$ cat src/rtl/pcm_port_pkg.sv
package pcm_port_pkg;

    typedef logic [7:0] byte_t;

    localparam logic [15:0] DEF_SAMPLE_ADDR = 16'o177570;
    localparam logic [15:0] DEF_STATUS_ADDR = 16'o177572;
    localparam int unsigned READY_POS       = 6;

    typedef enum logic [1:0] {
        SEL_NONE   = 2'd0,
        SEL_SAMPLE = 2'd1,
        SEL_STATUS = 2'd2
    } port_sel_e;

    typedef struct packed {
        byte_t held;
        logic  pending;
        byte_t dac;
        logic  load;
    } play_state_t;

endpackage

$ cat src/rtl/pcm_rate_div.sv
module pcm_rate_div #(
    parameter int unsigned DIV = 1133,
    localparam int unsigned CW = (DIV > 1) ? $clog2(DIV) : 1
) (
    input  logic clk,
    input  logic rst_n,
    output logic tick
);

    typedef struct packed {
        logic [CW-1:0] cnt;
    } div_state_t;

    div_state_t st_d, st_q;

    always_comb begin
        st_d = st_q;
        tick = (st_q.cnt == CW'(DIV - 1));
        if (tick) st_d.cnt = '0;
        else      st_d.cnt = st_q.cnt + CW'(1);
    end

    always_ff @(posedge clk) begin
        if (!rst_n) st_q <= '0;
        else        st_q <= st_d;
    end


    cnt_range_chk: assert property (@(posedge clk) disable iff (!rst_n)
        st_q.cnt <= CW'(DIV - 1));

endmodule

$ cat src/rtl/pcm_bus_decode.sv
module pcm_bus_decode
    import pcm_port_pkg::*;
#(
    parameter int unsigned ADDR_W      = 16,
    parameter logic [ADDR_W-1:0] SAMPLE_ADDR = ADDR_W'(DEF_SAMPLE_ADDR),
    parameter logic [ADDR_W-1:0] STATUS_ADDR = ADDR_W'(DEF_STATUS_ADDR)
) (
    input  logic [ADDR_W-1:0] addr,
    input  logic              wr,
    input  logic              rd,
    output port_sel_e         sel,
    output logic              wr_sample,
    output logic              hit
);

    always_comb begin
        if (addr == SAMPLE_ADDR)      sel = SEL_SAMPLE;
        else if (addr == STATUS_ADDR) sel = SEL_STATUS;
        else                          sel = SEL_NONE;
        wr_sample = wr && (sel == SEL_SAMPLE);
        hit       = (wr || rd) && (sel != SEL_NONE);
    end

endmodule

$ cat src/rtl/pcm_play_core.sv
module pcm_play_core
    import pcm_port_pkg::*;
(
    input  logic  clk,
    input  logic  rst_n,
    input  logic  tick,
    input  logic  wr_sample,
    input  byte_t wdata,
    output byte_t held,
    output logic  ready,
    output byte_t dac,
    output logic  load
);

    play_state_t s_d, s_q;

    always_comb begin
        s_d      = s_q;
        s_d.load = 1'b0;
        // a tick consumes what was waiting before this edge
        if (tick && s_q.pending) begin
            s_d.dac     = s_q.held;
            s_d.load    = 1'b1;
            s_d.pending = 1'b0;
        end
        // a write in the same cycle becomes the next waiting sample
        if (wr_sample) begin
            s_d.held    = wdata;
            s_d.pending = 1'b1;
        end
    end

    always_ff @(posedge clk) begin
        if (!rst_n) s_q <= '0;
        else        s_q <= s_d;
    end

    assign held  = s_q.held;
    assign ready = ~s_q.pending;
    assign dac   = s_q.dac;
    assign load  = s_q.load;


    wr_clears_ready_chk: assert property (@(posedge clk) disable iff (!rst_n)
        wr_sample |=> !ready);


    tick_delivers_chk: assert property (@(posedge clk) disable iff (!rst_n)
        (tick && !ready) |=> (load && dac == $past(held)));


    idle_tick_hold_chk: assert property (@(posedge clk) disable iff (!rst_n)
        (tick && ready) |=> (!load && $stable(dac)));


    wr_latest_chk: assert property (@(posedge clk) disable iff (!rst_n)
        wr_sample |=> (held == $past(wdata)));

endmodule

$ cat src/rtl/pcm_sample_port.sv
module pcm_sample_port
    import pcm_port_pkg::*;
#(
    parameter int unsigned CLK_HZ      = 50_000_000,
    parameter int unsigned RATE_HZ     = 44_100,
    parameter logic [15:0] SAMPLE_ADDR = DEF_SAMPLE_ADDR,
    parameter logic [15:0] STATUS_ADDR = DEF_STATUS_ADDR
) (
    input  logic        clk,
    input  logic        rst_n,
    input  logic [15:0] bus_addr,
    input  logic        bus_wr,
    input  logic        bus_rd,
    input  logic [7:0]  bus_wdata,
    output logic [7:0]  bus_rdata,
    output logic        bus_hit,
    output logic [7:0]  dac_data,
    output logic        dac_load
);

    localparam int unsigned DIV = (CLK_HZ / RATE_HZ > 0) ? (CLK_HZ / RATE_HZ) : 1;

    port_sel_e sel;
    logic      wr_sample;
    logic      tick;
    logic      ready;
    byte_t     held;

    pcm_rate_div #(.DIV(DIV)) u_div (
        .clk   (clk),
        .rst_n (rst_n),
        .tick  (tick)
    );

    pcm_bus_decode #(
        .ADDR_W      (16),
        .SAMPLE_ADDR (SAMPLE_ADDR),
        .STATUS_ADDR (STATUS_ADDR)
    ) u_dec (
        .addr      (bus_addr),
        .wr        (bus_wr),
        .rd        (bus_rd),
        .sel       (sel),
        .wr_sample (wr_sample),
        .hit       (bus_hit)
    );

    pcm_play_core u_core (
        .clk       (clk),
        .rst_n     (rst_n),
        .tick      (tick),
        .wr_sample (wr_sample),
        .wdata     (bus_wdata),
        .held      (held),
        .ready     (ready),
        .dac       (dac_data),
        .load      (dac_load)
    );

    always_comb begin
        bus_rdata = '0;
        if (bus_rd) begin
            unique case (sel)
                SEL_STATUS: bus_rdata[READY_POS] = ready;
                SEL_SAMPLE: bus_rdata = held;
                default:    bus_rdata = '0;
            endcase
        end
    end


    status_layout_chk: assert property (@(posedge clk) disable iff (!rst_n)
        (bus_rd && bus_addr == STATUS_ADDR) |->
            (bus_rdata[7] == 1'b0 && bus_rdata[5:0] == 6'd0 && bus_rdata[READY_POS] == ready));


    hit_addr_chk: assert property (@(posedge clk) disable iff (!rst_n)
        bus_hit |-> (bus_addr == SAMPLE_ADDR || bus_addr == STATUS_ADDR));


    foreign_quiet_chk: assert property (@(posedge clk) disable iff (!rst_n)
        (bus_addr != SAMPLE_ADDR && bus_addr != STATUS_ADDR) |-> (bus_rdata == 8'd0 && !bus_hit));

endmodule

$ cat config.mk
export PLATFORM = sky130hd
export DESIGN_NAME = pcm_sample_port
export DESIGN_NICKNAME = d
export VERILOG_FILES = /design/src/rtl/pcm_port_pkg.sv /design/src/rtl/pcm_rate_div.sv /design/src/rtl/pcm_bus_decode.sv /design/src/rtl/pcm_play_core.sv /design/src/rtl/pcm_sample_port.sv
export SDC_FILE = /design/constraint.sdc
export NUM_CORES = 1
export LEC_CHECK = 0
export BUFFER_PORTS_ARGS = -buffer_cell sky130_fd_sc_hd__buf_2
export CAP_MARGIN = 5
export CORE_MARGIN = 4
export CORE_UTILIZATION = 46
export CTS_CLUSTER_SIZE = 16
export DETAILED_ROUTE_END_ITERATION = 6
export PLACE_DENSITY = 0.84
export REMOVE_ABC_BUFFERS = 1
export SKIP_CTS_REPAIR_TIMING = 1
export SLEW_MARGIN = 20
export SYNTH_ARGS = -nofsm -noshare
export SYNTH_HDL_FRONTEND = slang
export SYNTH_HIERARCHICAL = 1
export SYNTH_SLANG_ARGS = --single-unit
$ cat constraint.sdc
create_clock -name clk -period 1.7 [get_ports clk]
set_clock_uncertainty 0.15 [all_clocks]
set_input_delay 0.17 -clock clk [delete_from_list [all_inputs] [get_ports clk]]
set_output_delay 0.17 -clock clk [all_outputs]
set_load 0.02 [all_outputs]
* Yosys cells after proc, flatten, opt, wreduce, memory -nomap -nowiden
Index checks and enable logic that the tools add are counted.
** Word-level totals
- Register bits :: 29
- Input bits :: 28
- Output and inout port bits :: 18
- Logic and storage cells :: 28
** Operators by class
- Add/subtract/negate cells :: 1
- Equality and inequality tests :: 5
- Multiplexer cells :: 8
- Bitwise gates (word level) :: 2
- Reductions and logical operators :: 7
** Operators by type and width (count)
- $eq 16x16->1 const B :: 2
- $add 11x1->11 const B :: 1
- $eq 11x11->1 const B :: 1
- $mux 10 :: 1
- $mux 8 :: 1
- $mux 6 :: 1
- $mux 2 :: 2
- $reduce_bool 2->1 :: 2
- $logic_and 1x1->1 :: 3
- $eq 2x1->1 const B :: 1
- $eq 2x2->1 const B :: 1
- $mux 1 :: 2
- $not 1->1 :: 2
- $pmux 1 s2 :: 1
- $reduce_or 2->1 :: 1
- $logic_or 1x1->1 :: 1

* Logic depth before layout (Yosys ltp)
- Depth in word-level cells :: 6
- Depth in mapped cells :: 7
- Depth with buffers taken out :: 7

* By module
Netlist, hierarchy kept.
** By module, submodules not included
- pcm_play_core :: instances 1, cells an instance 86, area each 833.3 um2, sequential area each 360.3 um2
- pcm_rate_div :: instances 1, cells an instance 57, area each 505.5 um2, sequential area each 220.2 um2
- pcm_sample_port :: instances 1, cells an instance 13, area each 110.1 um2, sequential area each 0.0 um2
- pcm_bus_decode :: instances 1, cells an instance 9, area each 72.6 um2, sequential area each 0.0 um2

* Worst setup path after synthesis
OpenSTA, ideal clock, no wires.
- Kind :: input to output
- From :: input bus_addr[0]
- To :: output bus_rdata[6]
- Arrival time :: 1.574 ns
- Data required time :: 1.380 ns
- Slack :: -0.194 ns
- Cell stages on the path :: 6
- Path buffers :: 0
- Cells stage by stage :: nand4b_1 nor4_2 nor2b_1 inv_1 ha_1 nor3b_2
** On the way
- Elaborated cells between the ends (all ways) :: 8
- Those cells by class :: eq/ne (4); mux (4)
** RTL lines
- start, declared :: line pcm_sample_port.sv:11 : input logic [15:0] bus_addr,
- $eq 16x16->1 (*) :: line pcm_bus_decode.sv:17 : if (addr == SAMPLE_ADDR) sel = SEL_SAMPLE;
- $mux 2 (*) :: line pcm_bus_decode.sv:17
- named net sel[0] :: line pcm_sample_port.sv:23 : port_sel_e sel;
- $eq 2x1->1 / $eq 2x2->1 (equally long branches) :: line pcm_sample_port.sv:63 : unique case (sel)
- $pmux 1 s2 (*) :: line pcm_sample_port.sv:63
- $mux 8 (*) :: line pcm_sample_port.sv:62 : if (bus_rd) begin
- end, declared :: line pcm_sample_port.sv:15 : output logic [7:0] bus_rdata,
The timed path passes the listed nets; every way through them passes the cells marked *.

* Final worst setup path
- From :: input bus_addr[7]
- To :: output bus_rdata[6]
** On the way
- Longest elaborated chain between the ends :: 6
- Elaborated cells between the ends (all ways) :: 8
- Those cells by class :: eq/ne (4); mux (4)
** RTL lines
- $eq 16x16->1 :: line pcm_bus_decode.sv:18 : else if (addr == STATUS_ADDR) sel = SEL_STATUS;
- $mux 2 :: line pcm_bus_decode.sv:18
- $mux 2 (*) :: line pcm_bus_decode.sv:17
- named net sel[1] :: line pcm_sample_port.sv:23
- $eq 2x1->1 / $eq 2x2->1 (equally long branches) :: line pcm_sample_port.sv:63
- $pmux 1 s2 (*) :: line pcm_sample_port.sv:63
- $mux 8 (*) :: line pcm_sample_port.sv:62
Marks and branches as above.

==> flow_metrics.env <==
export IMPL_firstDrtPassIters=4
export IMPL_drt_total_wl_um=3520
export IMPL_max_freq_mhz=499
export IMPL_clockRootBuffer="clkbuf_4"
export IMPL_hp_class="input port to flop"
export IMPL_clock_latency_ns=0.32
export IMPL_grt_start_max_net_pins=16
export IMPL_min_from="rst_n"
export IMPL_worstPathRequired_ns=1.38
export IMPL_coreArea_um2=3100
export IMPL_slew_headroom_pct=75.3
export IMPL_arrival_ns=1.68
export IMPL_vias=1324
export IMPL_min_period_over_period_pct=118
export IMPL_placed_area_um2=1670
export IMPL_worstMarginPinSlew_ns=0.369
export IMPL_leakagePower_nw=0.770
export IMPL_rsz0062_at_grt="yes"
export IMPL_power_density_nw_per_um2=616
export IMPL_end_kind="output pin"
export IMPL_drive_above_1_share_pct=42.1
export IMPL_grt_antenna_before_repair=0
export IMPL_final_util_pct=63.1
export IMPL_synth_area_um2=1520
export IMPL_insertedDiodeCount=0
export IMPL_fin_area_um2=1960
export IMPL_num_nets_final=241
export IMPL_ys_warn_count=6
export IMPL_final_cell_mix="37 x buf_2, 27 x dfxtp_1, 12 x nand4_1, 11 x nand2_1, 9 x nor2b_1"
export IMPL_gr_total_overflow=0
export IMPL_start_util_pct=49.0
export IMPL_ys_ff_latch=29
export IMPL_grt_use_total_pct=15.1
export IMPL_crit_type="input port to output pin"
export IMPL_start_kind="input port"
export IMPL_ant_nets=0
export IMPL_cts_num_sinks=29
export IMPL_gp_congestion=0.752
export IMPL_die_h_um=65.5
export IMPL_ir_worst_vdd_v=0.000409
export IMPL_ys_types=36
export IMPL_startpoint="bus_addr[7]"
export IMPL_slew_violations=0
export IMPL_seq_area_frac_synth_pct=38.2
export IMPL_r2r_start="u_div/st_q[0]$_SDFF_PP0_"
export IMPL_cp_max_fo=8
export IMPL_numCtsBuffers=5
export IMPL_drc_errors=0
export IMPL_netlist_instances=165
export IMPL_clk_pin_slew_worst_paths_ns=0.08
export IMPL_nFillCells=284
export IMPL_post_dp_hpwl_um=2330
export IMPL_setup_viol=8
export IMPL_maxCapViolations=0
export IMPL_port_buffers=45
export IMPL_rows=20
export IMPL_synth_area_per_cell_um2=9.22
export IMPL_fp_dieW_um=65.5
export IMPL_layout_commonest_cell="buf_2"
export IMPL_cts_tree="done"
export IMPL_hold_viol_final=0
export IMPL_grt_pass1_vias=1193
export IMPL_status="finished with violations"
export IMPL_ios=46
export IMPL_layout_setup_ws_ns=-0.305
export IMPL_post_drt_wl_per_cell_um=13.9
export IMPL_dieArea_um2=4290
export IMPL_h_tree_depth=2
export IMPL_violations="setup timing"
export IMPL_holdWs_ns=0.0330
export IMPL_area_growth_syn_to_layout_pct=28.8
export IMPL_clockBufferDepth=2
export IMPL_grt_pass1_wl_um=4930
export IMPL_min_period_ns=2.00
export IMPL_fin_setup_tns_ns=-1.78
export IMPL_dr_first_iter_drc_count=48
export IMPL_vias_per_cell=5.23
logic make-up after synthesis:
family	after synthesis	synth area share, %
muxes	8	5.26
AOI/OAI and AO/OA	24	9.95
xor gates and xnor gates	3	1.73
DFF	29	38.2
buffers and inverters	31	14.7
adders and majority gates	4	3.29
and+or+nand+nor	66	26.9
per-stage QoR:
step,instances,power (mW),setup slack (ns)
2_1_floorplan,141,0.730,-0.426
4_1_cts,244,1.19,-0.381
5_1_grt,253,1.28,-0.353
3_5_place_dp,237,0.785,-0.373
6_report,253,1.21,-0.305
3_3_place_gp,237,0.783,-0.325
synthesized netlist by cell type:
master / count / share of area, %
nand4_1: 12 / 4.9
or3_1: 1 / 0.41
a21oi_1: 6 / 2.0
nor3b_2: 1 / 0.82
nand4b_1: 2 / 1.2
a22oi_2: 1 / 0.82
xor2_1: 2 / 1.2
xnor2_1: 1 / 0.58
mux2i_1: 8 / 5.3
nand3_1: 4 / 1.3
and2_1: 2 / 0.82
buf_4: 17 / 8.4
ha_1: 4 / 3.3
buf_2: 2 / 0.66
nand2_1: 11 / 2.7
dfxtp_1: 29 / 38
nand4bb_1: 1 / 0.74
o31ai_1: 3 / 1.5
or3_2: 2 / 0.99
nor4_1: 1 / 0.41
nor4_2: 1 / 0.82
and3_1: 1 / 0.41
o41ai_2: 1 / 1.1
inv_2: 1 / 0.25
buf_8: 1 / 0.99
inv_1: 6 / 1.5
nor2b_1: 10 / 4.1
or4_1: 3 / 1.5
and3_2: 7 / 3.5
nand3b_1: 1 / 0.49
o21a_1: 2 / 0.99
buf_6: 4 / 3.0
o21ai_0: 3 / 0.99
o21ai_1: 8 / 2.6
and3b_1: 1 / 0.58
nor2_1: 5 / 1.2
flip-flops by register name, summed over array words and instances, names as in the netlist:
name,cells
u_core/dac,8
u_core/held,8
u_core/load,1
u_core/s_q,1
u_div/st_q,11
worst paths after layout:
path | to | slack [ns] | cells past startpoint
worst max-delay path | bus_rdata[6] | -0.30 | 9
worst min-delay path | u_core/s_q[9]$_SDFFE_PN0P_ | 0.03 | 2
worst min register to register | u_core/dac[7]$_SDFFE_PN0P_ | 0.30 | 2
worst max register to register | u_core/s_q[9]$_SDFFE_PN0P_ | 0.07 | 7
metal layers:
metal  vias up  share of wire [%]  global-route usage (%)
li1        657                  -                       -
met1       610                 42                    16.6
met2        51                 49                    24.3
met3         6                7.6                    7.86
met4         0                1.6                    6.48
met5         -                  0                       0
where the power goes:
group          internal, mW  total [mW]  switching (mW)  leakage (nW)
Sequential            0.686       0.692         0.00595         0.235
Clock                 0.195       0.409           0.215        0.0314
Combinational        0.0606       0.106          0.0459         0.504
cell type report:
class / instances / area, um2 / share of cell area (%)
multi-input combinational: 105 / 810 / 41.3
sequential: 29 / 583 / 29.8
timing repair buffer: 61 / 428 / 21.8
clock buffer: 7 / 55.1 / 2.81
tap: 44 / 55.1 / 2.81
inverter: 7 / 28.8 / 1.47
critical path: stages:
cell,delay (ns)
buf_6,0.08
nand4b_1,0.21
nor4_4,0.36
and2_4,0.24
inv_4,0.04
ha_4,0.17
a22oi_2,0.19
nor3b_2,0.06
buf_4,0.15
(Power assumes the default switching activity.)
